<file path="src/rtl/bes_pkg.sv">
package bes_pkg;
  localparam int STAT_W   = 32;
  localparam int CMD_LSB  = 0;
  localparam int FLAG_BIT = 4;
  localparam int LOST_BIT = 5;
  localparam int CODE_LSB = 8;
  localparam int ORIG_BIT = 12;
  localparam int PAGE_LSB = 13;
  localparam int PAGE_W   = STAT_W - PAGE_LSB;

  typedef enum logic [3:0] {
    EC_RETRY    = 4'd0,
    EC_NODEV    = 4'd1,
    EC_DPAR     = 4'd2,
    EC_TABORT   = 4'd3,
    EC_APAR     = 4'd4,
    EC_PTREAD   = 4'd5,
    EC_BADPAGE  = 4'd6,
    EC_DATA     = 4'd7
  } err_code_e;

  localparam logic [3:0] LAST_CPU_CODE = 4'd3;
endpackage

</file>
<file path="src/rtl/bes_capture.sv">
module bes_capture
  import bes_pkg::*;
#(
  parameter int CMD_W  = 4,
  parameter int CODE_W = 4,
  parameter int ADDR_W = 32
) (
  input  logic              clk,
  input  logic              rst_n,
  input  logic              ev_valid,
  input  logic [CMD_W-1:0]  ev_cmd,
  input  logic [CODE_W-1:0] ev_code,
  input  logic [ADDR_W-1:0] ev_addr,
  input  logic              clr_flag,
  input  logic              clr_lost,
  output logic              flag_q,
  output logic              lost_q,
  output logic [CMD_W-1:0]  cmd_q,
  output logic [CODE_W-1:0] code_q,
  output logic [ADDR_W-1:0] addr_q,
  output logic              mchk_q
);
  logic held_after_write;
  logic take_new;
  logic mark_lost;

  always_comb begin
    held_after_write = flag_q & ~clr_flag;
    take_new         = ev_valid & ~held_after_write;
    mark_lost        = ev_valid & held_after_write;
  end

  always_ff @(posedge clk) begin
    if (!rst_n) begin
      flag_q <= 1'b0;
      cmd_q  <= '0;
      code_q <= '0;
      addr_q <= '0;
    end else if (take_new) begin
      flag_q <= 1'b1;
      cmd_q  <= ev_cmd;
      code_q <= ev_code;
      addr_q <= ev_addr;
    end else if (clr_flag) begin
      flag_q <= 1'b0;
      cmd_q  <= '0;
      code_q <= '0;
      addr_q <= '0;
    end
  end

  always_ff @(posedge clk) begin
    if (!rst_n)                  lost_q <= 1'b0;
    else if (mark_lost)          lost_q <= 1'b1;
    else if (clr_flag | clr_lost) lost_q <= 1'b0;
  end

  always_ff @(posedge clk) begin
    if (!rst_n) mchk_q <= 1'b0;
    else        mchk_q <= flag_q;
  end
endmodule

</file>
<file path="src/rtl/bes_pack.sv">
module bes_pack
  import bes_pkg::*;
#(
  parameter int CMD_W  = 4,
  parameter int CODE_W = 4,
  parameter int ADDR_W = 32,
  parameter int N_PAGE_CODES = 2,
  parameter logic [N_PAGE_CODES*CODE_W-1:0] PAGE_CODES = {4'd6, 4'd5}
) (
  input  logic              flag_q,
  input  logic              lost_q,
  input  logic [CMD_W-1:0]  cmd_q,
  input  logic [CODE_W-1:0] code_q,
  input  logic [ADDR_W-1:0] addr_q,
  output logic [STAT_W-1:0] word
);
  logic [N_PAGE_CODES-1:0] hit;
  logic page_sel;
  logic origin_bus;

  for (genvar g = 0; g < N_PAGE_CODES; g++) begin : g_page_match
    assign hit[g] = (code_q == PAGE_CODES[g*CODE_W +: CODE_W]);
  end

  always_comb begin
    page_sel   = flag_q & (|hit);
    origin_bus = flag_q & (code_q > CODE_W'(LAST_CPU_CODE));
    word = '0;
    word[CMD_LSB +: CMD_W]   = cmd_q;
    word[FLAG_BIT]           = flag_q;
    word[LOST_BIT]           = lost_q;
    word[CODE_LSB +: CODE_W] = code_q;
    word[ORIG_BIT]           = origin_bus;
    if (page_sel) word[PAGE_LSB +: PAGE_W] = addr_q[PAGE_LSB +: PAGE_W];
  end
endmodule

</file>
<file path="src/rtl/bes_cfg_fill.sv">
module bes_cfg_fill
  import bes_pkg::*;
#(
  parameter int DATA_W = 32,
  parameter int CODE_W = 4
) (
  input  logic              in_valid,
  output logic              in_ready,
  input  logic [DATA_W-1:0] in_data,
  input  logic              in_fail,
  input  logic [CODE_W-1:0] in_code,
  output logic              out_valid,
  input  logic              out_ready,
  output logic [DATA_W-1:0] out_data,
  output logic              out_alarm
);
  always_comb begin
    out_valid = in_valid;
    in_ready  = out_ready;
    out_data  = in_fail ? {DATA_W{1'b1}} : in_data;
    out_alarm = in_fail & (in_code != CODE_W'(EC_NODEV));
  end
endmodule

</file>
<file path="src/rtl/bridge_err_status.sv">
module bridge_err_status
  import bes_pkg::*;
#(
  parameter int CMD_W  = 4,
  parameter int CODE_W = 4,
  parameter int ADDR_W = 32,
  parameter int DATA_W = 32
) (
  input  logic              clk,
  input  logic              rst_n,
  input  logic              ev_valid,
  input  logic [CMD_W-1:0]  ev_cmd,
  input  logic [CODE_W-1:0] ev_code,
  input  logic [ADDR_W-1:0] ev_addr,
  input  logic              wr_en,
  input  logic [STAT_W-1:0] wr_data,
  output logic [STAT_W-1:0] stat_word,
  output logic [ADDR_W-1:0] stat_addr,
  output logic              mchk_req,
  input  logic              rsp_in_valid,
  output logic              rsp_in_ready,
  input  logic [DATA_W-1:0] rsp_in_data,
  input  logic              rsp_in_fail,
  input  logic [CODE_W-1:0] rsp_in_code,
  output logic              rsp_out_valid,
  input  logic              rsp_out_ready,
  output logic [DATA_W-1:0] rsp_out_data,
  output logic              rsp_out_alarm
);
  logic              clr_flag, clr_lost;
  logic              flag_q, lost_q;
  logic [CMD_W-1:0]  cmd_q;
  logic [CODE_W-1:0] code_q;
  logic [ADDR_W-1:0] addr_q;

  assign clr_flag = wr_en & wr_data[FLAG_BIT];
  assign clr_lost = wr_en & wr_data[LOST_BIT];

  bes_capture #(.CMD_W(CMD_W), .CODE_W(CODE_W), .ADDR_W(ADDR_W)) u_capture (
    .clk(clk), .rst_n(rst_n),
    .ev_valid(ev_valid), .ev_cmd(ev_cmd), .ev_code(ev_code), .ev_addr(ev_addr),
    .clr_flag(clr_flag), .clr_lost(clr_lost),
    .flag_q(flag_q), .lost_q(lost_q), .cmd_q(cmd_q), .code_q(code_q),
    .addr_q(addr_q), .mchk_q(mchk_req)
  );

  bes_pack #(.CMD_W(CMD_W), .CODE_W(CODE_W), .ADDR_W(ADDR_W)) u_pack (
    .flag_q(flag_q), .lost_q(lost_q), .cmd_q(cmd_q), .code_q(code_q),
    .addr_q(addr_q), .word(stat_word)
  );

  assign stat_addr = addr_q;

  bes_cfg_fill #(.DATA_W(DATA_W), .CODE_W(CODE_W)) u_fill (
    .in_valid(rsp_in_valid), .in_ready(rsp_in_ready), .in_data(rsp_in_data),
    .in_fail(rsp_in_fail), .in_code(rsp_in_code),
    .out_valid(rsp_out_valid), .out_ready(rsp_out_ready),
    .out_data(rsp_out_data), .out_alarm(rsp_out_alarm)
  );
endmodule

</file>
<file path="config.mk">
export PLATFORM = sky130hd
export DESIGN_NAME = bridge_err_status
export DESIGN_NICKNAME = d
export VERILOG_FILES = /design/src/rtl/bes_pkg.sv /design/src/rtl/bes_capture.sv /design/src/rtl/bes_pack.sv /design/src/rtl/bes_cfg_fill.sv /design/src/rtl/bridge_err_status.sv
export SDC_FILE = /design/constraint.sdc
export NUM_CORES = 1
export LEC_CHECK = 0
export ABC_AREA = 1
export ABC_CLOCK_PERIOD_IN_PS = 1200
export BUFFER_PORTS_ARGS = -buffer_cell sky130_fd_sc_hd__buf_2
export CORE_MARGIN = 2
export CORE_UTILIZATION = 33
export CTS_CLUSTER_SIZE = 28
export DETAILED_ROUTE_END_ITERATION = 10
export PLACE_DENSITY = 0.73
export SLEW_MARGIN = 0
export SYNTH_ARGS = -nofsm -noshare
export SYNTH_HDL_FRONTEND = slang
export SYNTH_HIERARCHICAL = 1
export SYNTH_SLANG_ARGS = --single-unit
</file>
<file path="constraint.sdc">
create_clock -name clk -period 1.2 [get_ports clk]
set_clock_uncertainty 0.2 [all_clocks]
set_input_delay 0.06 -clock clk [delete_from_list [all_inputs] [get_ports clk]]
set_output_delay 0.06 -clock clk [all_outputs]
set_load 0.05 [all_outputs]
</file>
Word level (Yosys, flattened, before mapping)
Index checks and enable logic that the tools add are counted.
- bitwise operators: 11
- eq/ne operators: 3
- magnitude comparators: 1
- reductions and logical operators: 3
- multiplexer cells: 11
- operators by type and width (kind ; count):
    2-to-1 mux 32 bit ; 3
    2-to-1 mux 19 bit ; 1
    2-to-1 mux 4 bit ; 3
    bitwise AND 1 bit ; 8
    == test 4 x 3 -> 1 bit, second input constant ; 2
    greater-than comparator 4 x 2 -> 1 bit, second input constant ; 1
    2-to-1 mux 1 bit ; 4
    inequality test 4 x 1 -> 1 bit, second input constant ; 1
    nonzero test 2 bit ; 2
    inverter 1 bit ; 2
    OR reduction 2 bit ; 1
    bitwise OR 1 bit ; 1
- logic and storage cells: 35
- bits of input ports: 115
- output and inout bits: 100
- bits in registers: 43

Longest topological paths before layout
Gate-level depths: netlist (run 1).
- depth after elaboration: 6
- depth in mapped cells: 7
- gate-level depth less buffers: 6

Hierarchy
The synthesis (run 1) kept the hierarchy.
- modules (own cells, without submodules) (module ; cells each ; seq. area each (µm²) ; instances ; area each (µm²)):
    bes_capture ; 192 ; 860.8 ; 1 ; 1549.0
    bes_pack ; 65 ; 0.0 ; 1 ; 366.6
    bes_cfg_fill ; 42 ; 0.0 ; 1 ; 272.8
    bridge_err_status ; 4 ; 0.0 ; 1 ; 15.0

Worst setup path before layout (run 1)
Ideal clock, no wire load.
- kind: register to output
- start: register u_capture.addr_q[22]
- end: output port stat_word[22]
- stages on the path, launching flop included: 3
- data required time: 940 ps
- buffers on the path: 0
- path slack: -439 ps
- arrival time: 1379 ps
- cells stage by stage: dfxtp_1 > inv_1 > nor2_1
- word-level cells in the longest chain between the ends: 1
- RTL lines (item ; RTL line ; source):
    start: declaration ; bes_capture.sv:20 ; output logic [ADDR_W-1:0] addr_q,
    start signal: assignment ; bes_capture.sv:43 ; addr_q <= ev_addr;
    2-to-1 mux 19 bit ; bes_pack.sv:34 ; if (page_sel) word[PAGE_LSB +: PAGE_W] = addr_q[PAGE_LSB +: PAGE_W];
    end: declaration ; bridge_err_status.sv:17 ; output logic [STAT_W-1:0] stat_word,
No other way between the ends.

Worst setup path in the final report (run 1)
- start: register u_capture.code_q[3]
- end: output port stat_word[16]
- word-level cells in the longest chain between the ends: 4
- elaborated cells between the ends (all ways): 5
- classes of those cells: eq/ne: 2; mux: 1; bitwise: 1; reduce/logical: 1
- RTL lines (item ; RTL line ; source):
    start: declaration ; bes_capture.sv:19 ; output logic [CODE_W-1:0] code_q,
    start signal: assignment ; bes_capture.sv:42 ; code_q <= ev_code;
    == test 4 x 3 -> 1 bit ; bes_pack.sv:22 ; assign hit[g] = (code_q == PAGE_CODES[g*CODE_W +: CODE_W]);
    OR reduction 2 bit * ; bes_pack.sv:26 ; page_sel = flag_q & (|hit);
    bitwise AND 1 bit * ; bes_pack.sv:26 ;
    2-to-1 mux 19 bit * ; bes_pack.sv:34 ;
Every way passes the cells marked *; elsewhere a longest branch is shown, timed or not.

==> results of run 1 <==
-- power breakdown --
part	switching, uW	leakage [uW]	internal (uW)
Clock	494	0.0000484	472
Combinational	941	0.00152	568
Sequential	51.8	0.000358	1510
Total	1490	0.00192	2550
-- cells in the final DEF, fill, tap and decap left out, types with 7 or more instances in the layout --
master	count
a21oi_1	33
a21oi_2	10
buf_2	137
buf_4	13
buf_6	21
buf_8	7
clkbuf_4	11
dfxtp_1	31
dfxtp_2	12
dlygate4sd3_1	45
inv_1	29
nand2_1	45
nand3_1	41
nor2_4	20
or2_1	29
-- state kept, by name, indices dropped and copies added, names as in the netlist --
name              flops
u_capture/addr_q     32
u_capture/cmd_q       4
u_capture/code_q      4
u_capture/flag_q      1
u_capture/lost_q      1
u_capture/mchk_q      1
-- worst register-to-register path: cells and delay by family, from the launching register on --
family	cells	cell delay [ns]
buf+inv	4	0.59
flops	1	0.33
compound gates	2	0.29
simple gates	1	0.05
-- worst max path at each step --
stage	start	end	cells after the start
6_report	u_capture/code_q[3]	stat_word[16]	7
5_1_grt	u_capture/code_q[3]	stat_word[17]	7
4_1_cts	u_capture/code_q[3]	stat_word[24]	7
3_5_place_dp	u_capture/code_q[0]	stat_word[13]	5
3_3_place_gp	u_capture/code_q[1]	stat_word[13]	6
2_1_floorplan	u_capture/code_q[3]	stat_word[13]	6
-- layout make-up --
| cell class | count | area, sq um |
|---|---|---|
| Clock buffer | 7 | 86.3 |
| Clock inverter | 1 | 8.76 |
| Fill cell | 508 | 2140 |
| Inverter | 32 | 120 |
| Multi-Input combinational cell | 193 | 1140 |
| Sequential cell | 43 | 876 |
| Tap cell | 77 | 96.3 |
| Timing Repair Buffer | 245 | 1920 |
-- cells by family after synthesis --
logic type | after synthesis | share of synthesized area
other | 1 | 0.00170
AO/OA/AOI/OAI | 44 | 0.103
flip-flops | 43 | 0.391
AND/OR/NAND/NOR | 147 | 0.338
buffers and inverters | 68 | 0.166
-- through the flow --
stage          instances  cell area (sq um)  worst slack [ns]  setup TNS, ns
2_1_floorplan        304               2330            -0.229          -2.54
3_3_place_gp         534               3210            -0.256          -8.19
3_5_place_dp         534               3210            -0.290         -10.12
4_1_cts              595               4090            -0.415         -16.92
5_1_grt              598               4250            -0.483         -20.81
6_report             598               4250            -0.419         -17.12
-- metal layers --
metal	global-route usage	wire length (microns)	vias to the layer above
met2	0.426	4740	138
met4	0.0519	131	0
met1	0.233	3250	1286
met3	0.0472	613	13
met5	0	0	-
li1	-	-	1365
-- timing repair --
item,4_1_cts,5_1_grt
buffers inserted,6,1
cloned,3,3
resized for setup,60,31
endpoints found under the setup margin,69,77
pin swaps,5,3
hold buffers,45,0
endpoints found under the hold margin,44,0
==> results by group, run 1 <==
Worst setup path
  – R2R setup slack: -0.34 ns
  – Largest delay share family, worst path: simple AND/OR/NAND/NOR gates
  – Critical Path Max Stage Delay: 0.33 ns
  – R2R depth: 7
  – Critical-path top delay cell: dfxtp_2
  – Crit-path cells: inv_2 > nand2_2 > nor2_4 > nand2_8 > buf_12 > nor2_4 > buf_8
  – Worst EP required: about 0.94 ns
  – CP Buf/Inv Count: 3
  – CP most frequent cell: nor2_4
  – Worst r2r src: u_capture/flag_q
  – Crit start category: flop
  – Crit Path Class: flop to primary output
  – Worst EP arrival: 1.36 ns
  – CP Max Fanout: 8
  – R2r endpoint: u_capture/addr_q[1]
  – Crit. End Element: primary output

Floorplanning
  – Initial core utilization: 0.345
  – Site row count: 29
  – Die X: ~86 microns
  – Die area: 7350 sq um
  – I/O pin cnt: about 220
  – Core Area: around 6400 sq um
  – Die H: approximately 86 microns

Worst hold path
  – Worst hold path stage count: 4
  – WHS Endpoint: u_capture/flag_q
  – Hold Startpoint: ev_valid
  – Worst hold path class: input pin to flop

Detailed routing
  – Residual DRC: 0
  – DR WL/cell: approximately 15 microns
  – Antenna viol nets, final: 0
  – Initial drt markers: 96
  – Final WL: roughly 8700 microns
  – DR pass1 iterations: 4
  – Via count: between 2000 and 3000
  – Vias per std cell: 4.69

Yosys
  – Warnings, synthesis: 6
  – Post-synth top area cell: dfxtp_1
  – Syn Inst Count: 303
  – Post-synth EDFFs: 0
  – Syn_area_per_cell: 7.27 sq um
  – Register area share after synthesis: 0.391
  – Most numerous cell in the Yosys netlist: nand2_1
  – Post-synth top cells: nand2_1, dfxtp_1, a21oi_1
  – Ys flop type: dfxtp_1
  – Area contributors post-synth: dfxtp_1, a21oi_1, nand3_1
  – Flops & latches, synth: 43
  – Post-synth top area share: 0.391
  – Async SR Flop Fraction: 0
  – Distinct cell type count after synthesis: 21
  – Area of the mapped netlist: 2200 sq um

Final layout
  – Final nets: roughly 640
  – Area delta synth->final: 92.7%
  – ANT cells: 0
  – Final core occ: 0.665
  – Share of cells above drive strength 1: 0.497

Global routing
  – Largest net degree at the start of global routing: 43
  – Grt total ovfl: 0
  – Initial antenna violation count: 0
  – Number of global-route vias before repair: 2716
  – Total track usage: 0.217
  – First-pass GRT wire length: between 10000 and 15000 microns

Outcome
  – Failing checks: negative setup slack
  – Status: finished with violations

Clock network
  – TritonCTS clock tree: done
  – CTS Buf Count: 5
  – Clk_lat worst skew: 0.28 ns
  – Clock buffer depth: 2
  – Clock transition at path regs: 0.08 ns
  – H-tree depth: 2
  – CTS Root Cell: clkbuf_8
  – Clock sinks: 43

STA
  – Fmax: 618 MHz
  – Final Cycle Share: 1.35
  – Setup violations, final: 60
  – Hold Slack: 0.0854 ns
  – Final worst path period need: 1.62 ns
  – RSZ-0062 raised after global routing: yes
  – Final slew viol count: 0
  – Setup ws final: -0.419 ns
  – Hold Fails Final Rpt: 0

Power
  – VDD IR max: between 0.6 and 0.7 mV
  – Leak: roughly 0.0019 uW
  – Pwr Total: 4040 uW
  – PwrDens: 951 nW/um^2

Place
  – Routability congestion estimate: 0.726
  – Post-detail-place hpwl: 4950 microns
  – I/O Buffers: around 180

Flow run
  – Max cap viols: 0
Note: power is estimated with default switching activity, not from simulation.
==> inputs of run 2 (changes only) <==
--- a/config.mk
+++ b/config.mk
@@ -5,14 +5,13 @@
 export SDC_FILE = /design/constraint.sdc
 export NUM_CORES = 1
 export LEC_CHECK = 0
-export ABC_AREA = 1
 export ABC_CLOCK_PERIOD_IN_PS = 1200
 export BUFFER_PORTS_ARGS = -buffer_cell sky130_fd_sc_hd__buf_2
 export CORE_MARGIN = 2
-export CORE_UTILIZATION = 33
+export CORE_UTILIZATION = 34
 export CTS_CLUSTER_SIZE = 28
 export DETAILED_ROUTE_END_ITERATION = 10
-export PLACE_DENSITY = 0.73
+export PLACE_DENSITY = 0.74
 export SLEW_MARGIN = 0
 export SYNTH_ARGS = -nofsm -noshare
 export SYNTH_HDL_FRONTEND = slang
==> run 2 against run 1 <==
Against the previous run: the flow still finishes with violations (negative setup slack); global-route usage is 3.8 points higher; cell area is 18% higher; total power is 10% higher; register-to-register slack better by 0.08 ns; combinational power is 30% higher; routed wire length is 15% higher; core utilization is 8.5 points higher; largest power group is now combinational cells; highest routed layer unchanged.
==> results by group, run 2 <==
STA
  – Hold Fails Final Rpt: 0 (unchanged)
  – Setup ws final: -0.579 ns (-0.160 ns)
  – Final Cycle Share: 1.48 (+0.133)
  – Final slew viol count: 0 (unchanged)
  – Setup TNS: -19.53 ns (-2.41 ns)
  – Final worst path period need: 1.78 ns (+0.160 ns)
  – Slew Limit Headroom: 0.646
  – Hold Slack: 0.0294 ns (-0.0560 ns)
  – RSZ-0062 raised after global routing: yes
  – Setup violations, final: 64 (+6.7%)
  – Worst slew pin tran: 0.530 ns
  – Fmax: 562 MHz (-9.0%)

Power
  – Pwr Total: 4460 uW (+10%)
  – Comb pwr share: 0.441 (+0.067)
  – PwrDens: 890 nW/um^2 (-6.4%)
  – Switching Power: 1690 uW (+14%)
  – Clock network fraction of design power: 0.202 (-0.037)
  – Switch share: 0.380 (+0.0118)
  – VDD IR max: 0.677 mV (-1.3%)
  – Int Pwr: 2760 uW (+8.3%)
  – Flop pwr share: 0.357 (-0.030)
  – Leak: 0.00214 uW (+11%)

Final layout
  – Fill count: 423 (-17%)
  – Registers with the most flip-flops: u_capture/addr_q x32, u_capture/cmd_q x4, u_capture/code_q x4
  – ANT cells: 0 (unchanged)
  – Area taken by multi-input logic gates: 1610 sq um (+41%)
  – Storage cell area: 885 sq um (+1.0%)
  – Final nets: 622 (-2.0%)
  – Most frequent cells in the layout: buf_2, nand2_1, dlygate4sd3_1, o22ai_2, buf_6
  – Commonest non-fill, non-tap cell in the layout: buf_2
  – Final core occ: 0.749 (+0.0847)
  – Area delta synth->final: 116%
  – Share of cells above drive strength 1: 0.606 (+0.109)
  – Post-Layout Cell Count: 588 (-1.7%)
  – Largest reg by FF count: u_capture/addr_q
  – Largest register FFs: 32 (unchanged)

Place
  – Placed cells: 511 (-4.3%)
  – Routability congestion estimate: 0.735 (+1.3%)
  – I/O Buffers: 178 (unchanged)
  – Post-detail-place hpwl: 5320 microns (+7.5%)

Detailed routing
  – Residual DRC: 0 (unchanged)
  – Final WL: 10000 microns (+15%)
  – Initial drt markers: 76 (-21%)
  – DR pass1 iterations: 4 (unchanged)
  – Antenna viol nets, final: 0 (unchanged)
  – DR WL/cell: 17.1 microns (+17%)
  – Vias per std cell: 4.93 (+5.2%)
  – Via count: 2899 (+3.5%)

Global routing
  – Grt total ovfl: 0 (unchanged)
  – Largest net degree at the start of global routing: 45 (+4.7%)
  – Initial antenna violation count: 0 (unchanged)
  – First-pass GRT wire length: 14900 microns (+16%)
  – Total track usage: 0.255 (+0.0377)
  – Number of global-route vias before repair: 3047 (+12%)

Yosys
  – Post-synth top area cell: dfxtp_1
  – Post-synth top cells: nand2_1, dfxtp_1, o22ai_1
  – Distinct cell type count after synthesis: 26 (+24%)
  – Post-synth EDFFs: 0 (unchanged)
  – Most numerous cell in the Yosys netlist: nand2_1
  – Register area share after synthesis: 0.371 (-0.0196)
  – Ys flop type: dfxtp_1
  – Syn Inst Count: 270 (-11%)
  – Syn_area_per_cell: 8.59 sq um (+18%)
  – Post-synth top area share: 0.371 (-0.0196)
  – Area contributors post-synth: dfxtp_1, nand2_1, o22ai_1
  – Warnings, synthesis: 6 (unchanged)
  – Async SR Flop Fraction: 0 (unchanged)
  – Flops & latches, synth: 43 (unchanged)
  – Area of the mapped netlist: 2320 sq um (+5.3%)

Floorplanning
  – Die area: 7500 sq um (+2.1%)
  – Die H: 86.6 microns (+1.0%)
  – Initial core utilization: 0.347 (+0.00217)
  – Die X: 86.6 microns (+1.0%)
  – I/O pin cnt: 215 (unchanged)
  – Core Area: 6680 sq um (+4.6%)
  – Site row count: 30 (+3.4%)

Clock network
  – Clock sinks: 43 (unchanged)
  – TritonCTS clock tree: done
  – Clk_lat worst skew: 0.29 ns (about the same)
  – H-tree depth: 2 (unchanged)
  – Clock transition at path regs: 0.08 ns (about the same)
  – CTS Buf Count: 5 (unchanged)
  – Clock buffer depth: 2 (unchanged)
  – CTS Root Cell: clkbuf_8

Worst hold path
  – Worst hold path stage count: 3 (-1)
  – Worst hold path class: input pin to flop

Outcome
  – Status: finished with violations
  – Failing checks: negative setup slack

Worst setup path
  – CP Max Fanout: 16 (+8)
  – Worst EP required: 0.94 ns (about the same)
  – Crit. End Element: primary output
  – Crit start category: flop
  – Crit Path Class: flop to primary output
  – Worst EP arrival: 1.52 ns (+0.16 ns)
  – R2R depth: 7 (unchanged)

Flow run
  – Max cap viols: 0 (unchanged)
-- run 2: worst paths after layout --
path | to | startpoint | slack [ns]
min | u_capture/lost_q | ev_valid | 0.03
min reg2reg | u_capture/addr_q[8] | u_capture/addr_q[8] | 0.27
max | stat_word[25] | u_capture/code_q[1] | -0.58
max reg2reg | u_capture/addr_q[23] | u_capture/flag_q | -0.26
-- run 2: cell families (layout without fill, tap and decap cells) --
group | after synthesis | after routing | share of synthesized area
flops | 43 | 43 | 0.371
xor+xnor | 1 | 1 | 0.00701
other cells | 1 | 2 | 0.00162
compound gates | 45 | 45 | 0.149
buf+inv | 42 | 279 | 0.133
simple gates | 138 | 138 | 0.338
-- run 2: layer usage --
metal,up-vias,part of all wire,track usage
met5,-,0,0
met4,0,0.026,0.0653
met3,23,0.068,0.0543
met2,142,0.58,0.529
met1,1359,0.33,0.247
li1,1375,-,-
-- run 2: critical path, stage by stage, from the launching register on --
cell and delay, ns:
dfxtp_2 0.36, xnor2_4 0.15, buf_12 0.18, nor4b_4 0.32, buf_6 0.20
-- run 2: cell type report --
type                    instances  area share
well taps                      80      0.0200
clock inverters                 2     0.00250
inverters                       3     0.00225
repair buffers                268       0.463
multi-input cells             186       0.321
flip-flops and latches         43       0.177
clock buffers                   6      0.0145
-- run 2: power by group through the flow --
stage / Clock [uW] / Combinational, uW / Sequential, uW
finish: 902 / 1970 / 1590
global route: 998 / 2050 / 1600
CTS: 929 / 1910 / 1580
detailed placement: 0 / 1400 / 1620
global placement: 0 / 1380 / 1610
floorplan: 0 / 824 / 1840
-- run 2: what timing repair did --
action                                  CTS  global route
endpoints found under the hold margin    44             0
endpoints found under the setup margin   78            83
hold buffers                             44             0
cloned                                    9             1
pin swaps                                 3             5
buffers inserted                         18             2
gates resized for setup                 116            36
-- run 2: through the flow --
stage	worst slack, ns	cell area, sq um
after floorplan	-0.516	2590
after global placement	-0.299	3530
after detailed placement	-0.339	3530
after CTS	-0.539	4920
after global routing	-0.615	5010
final	-0.579	5010
==> inputs of run 3 (changes only) <==
==> constraint.sdc (replaced) <==
create_clock -name clk -period 1.2 [get_ports clk]
set_clock_uncertainty 0.2 [all_clocks]
set_input_delay 0.24 -clock clk [delete_from_list [all_inputs] [get_ports clk]]
set_output_delay 0.24 -clock clk [all_outputs]
set_load 0.05 [all_outputs]
==> run 3 against run 2 <==
Against the previous run: the flow still finishes with violations (negative setup slack); via count fell by 1.2%; first-iteration DRC count rose by 9.2%; sequential share of layout area fell by 0.18 points; die area did not move; sequential power barely moved; core utilization rose by 4.6 points; combinational power rose by 3%; cell area rose by 6.2%; total power rose by 4.4%; largest cell class unchanged.
==> results by group, run 3 (synthesis results as in run 2) <==
Detailed routing
  – Initial drt markers: 83 (+9.2%)
  – Via count: 2865 (-1.2%)
  – DR pass1 iterations: 4 (unchanged)
  – Vias per std cell: 4.98 (+1.1%)
  – Final WL: 9880 microns (-1.6%)
  – DR WL/cell: 17.2 microns (+0.66%)
  – Residual DRC: 0 (unchanged)
  – Antenna viol nets, final: 0 (unchanged)

Flow run
  – Max cap viols: 0 (unchanged)

Clock network
  – Clock transition at path regs: 0.08 ns (about the same)
  – CTS Root Cell: clkbuf_8
  – Clk_lat worst skew: 0.29 ns (about the same)
  – Clock sinks: 43 (unchanged)
  – Clock buffer depth: 2 (unchanged)
  – CTS Buf Count: 5 (unchanged)
  – H-tree depth: 2 (unchanged)
  – TritonCTS clock tree: done

STA
  – Setup ws final: -0.788 ns (-0.209 ns)
  – Setup violations, final: 106 (+66%)
  – Final worst path period need: 1.99 ns (+0.209 ns)
  – RSZ-0062 raised after global routing: yes
  – Final Cycle Share: 1.66 (+0.174)
  – Final slew viol count: 0 (unchanged)
  – Setup TNS: -21.53 ns (-2.00 ns)
  – Fmax: 503 MHz (-10%)
  – Hold Fails Final Rpt: 0 (unchanged)

Place
  – I/O Buffers: 178 (unchanged)
  – Routability congestion estimate: 0.766 (+4.3%)
  – Post-detail-place hpwl: 5680 microns (+6.8%)
  – Placed cells: 519 (+1.6%)

Power
  – VDD IR max: 0.619 mV (-8.5%)
  – Switch share: 0.355 (-0.0247)
  – Comb pwr share: 0.437 (-0.004)
  – Int Pwr: 3000 uW (+8.6%)
  – PwrDens: 876 nW/um^2 (-1.7%)
  – Switching Power: 1650 uW (-2.4%)
  – Leak: 0.00227 uW (+5.8%)
  – Clock network fraction of design power: 0.217 (+0.015)
  – Flop pwr share: 0.346 (-0.011)

Outcome
  – Failing checks: negative setup slack
  – Status: finished with violations

Global routing
  – Largest net degree at the start of global routing: 43 (-4.4%)
  – Total track usage: 0.244 (-0.0110)
  – First-pass GRT wire length: 14400 microns (-3.4%)
  – Initial antenna violation count: 0 (unchanged)
  – Grt total ovfl: 0 (unchanged)
  – Number of global-route vias before repair: 2961 (-2.8%)

Floorplanning
  – Die area: 7500 sq um (unchanged)
  – Die X: 86.6 microns (unchanged)
  – Site row count: 30 (unchanged)
  – Initial core utilization: 0.347 (unchanged)
  – I/O pin cnt: 215 (unchanged)
  – Die H: 86.6 microns (unchanged)
  – Core Area: 6680 sq um (unchanged)

Final layout
  – Share of cells above drive strength 1: 0.661 (+0.0543)
  – Largest register FFs: 32 (unchanged)
  – Post-Layout Cell Count: 575 (-2.2%)
  – Registers with the most flip-flops: u_capture/addr_q x32, u_capture/cmd_q x4, u_capture/code_q x4
  – Final nets: 609 (-2.1%)
  – ANT cells: 0 (unchanged)
  – Final core occ: 0.796 (+0.0464)
  – Area delta synth->final: 129%
  – Largest reg by FF count: u_capture/addr_q
  – Most frequent cells in the layout: nand2_1, buf_2, buf_6, buf_8, dfxtp_2
  – Commonest non-fill, non-tap cell in the layout: nand2_1

Worst setup path
  – Worst EP arrival: 1.55 ns (+0.03 ns)
  – Critical-path top delay cell: dfxtp_2
  – Crit Path Class: flop to primary output
  – Critical Path Max Stage Delay: 0.36 ns (about the same)
  – Crit-path cells: xnor2_4 > buf_12 > nor4b_4 > buf_6
  – Worst EP required: 0.76 ns (-0.18 ns)
  – Crit start category: flop
  – Crit. End Element: primary output
  – CP Max Fanout: 12 (-4)

Worst hold path
  – Worst hold path class: input pin to flop
[run 3: worst paths after layout]
kind                  startpoint                    to  slack [ns]  cells after the start
max          u_capture/code_q[1]         stat_word[23]       -0.79                      4
min                  ev_addr[26]  u_capture/addr_q[26]       0.009                      3
max reg2reg     u_capture/flag_q  u_capture/addr_q[20]       -0.14                      5
min reg2reg  u_capture/addr_q[6]   u_capture/addr_q[6]        0.29                      2
[run 3: power by group through the flow]
stage,Sequential [uW],Clock (uW),Combinational (uW)
final,1610,1010,2030
after global placement,1600,0,1440
after detailed placement,1610,0,1460
after floorplan,1840,0,837
after global routing,1620,1080,2120
after CTS,1610,1040,1920
[run 3: timing repair]
item	4_1_cts	5_1_grt
endpoints found under the hold margin	28	0
hold buffers	28	0
pin swaps	10	22
resized for setup	298	33
setup endpoints to repair	137	132
gates cloned	3	2
setup buffers	9	14
[run 3: layer usage]
layer,share of wire,up-vias,global-route usage
met3,0.080,22,0.0533
li1,-,1346,-
met1,0.33,1338,0.248
met4,0.022,0,0.0781
met2,0.57,159,0.485
met5,0,-,0
[run 3: stage by stage]
step | setup WS (ns) | cell area (sq um) | power [uW] | hold WS (ns)
5_1_grt | -0.812 | 5320 | 4830 | 0.0105
6_report | -0.788 | 5320 | 4660 | 0.00922
3_5_place_dp | -0.534 | 3640 | 3070 | 0.258
3_3_place_gp | -0.511 | 3640 | 3050 | 0.251
2_1_floorplan | -0.696 | 2630 | 2670 | 0.183
4_1_cts | -0.748 | 5100 | 4560 | 0.000294
[run 3: final cells by class]
| cell class | count | area, sq um |
|---|---|---|
| clock buffers | 8 | 100 |
| flip-flops and latches | 43 | 930 |
| well taps | 80 | 100 |
| repair buffers | 255 | 2680 |
| fillers | 381 | 1360 |
| inverters | 3 | 11.3 |
| multi-input cells | 186 | 1490 |
[run 3: critical path: cells and delay by family (launching register included)]
kind	cells	cell delay [ns]
buf+inv	2	0.39
xor+xnor	1	0.17
simple gates	1	0.33
flops	1	0.36
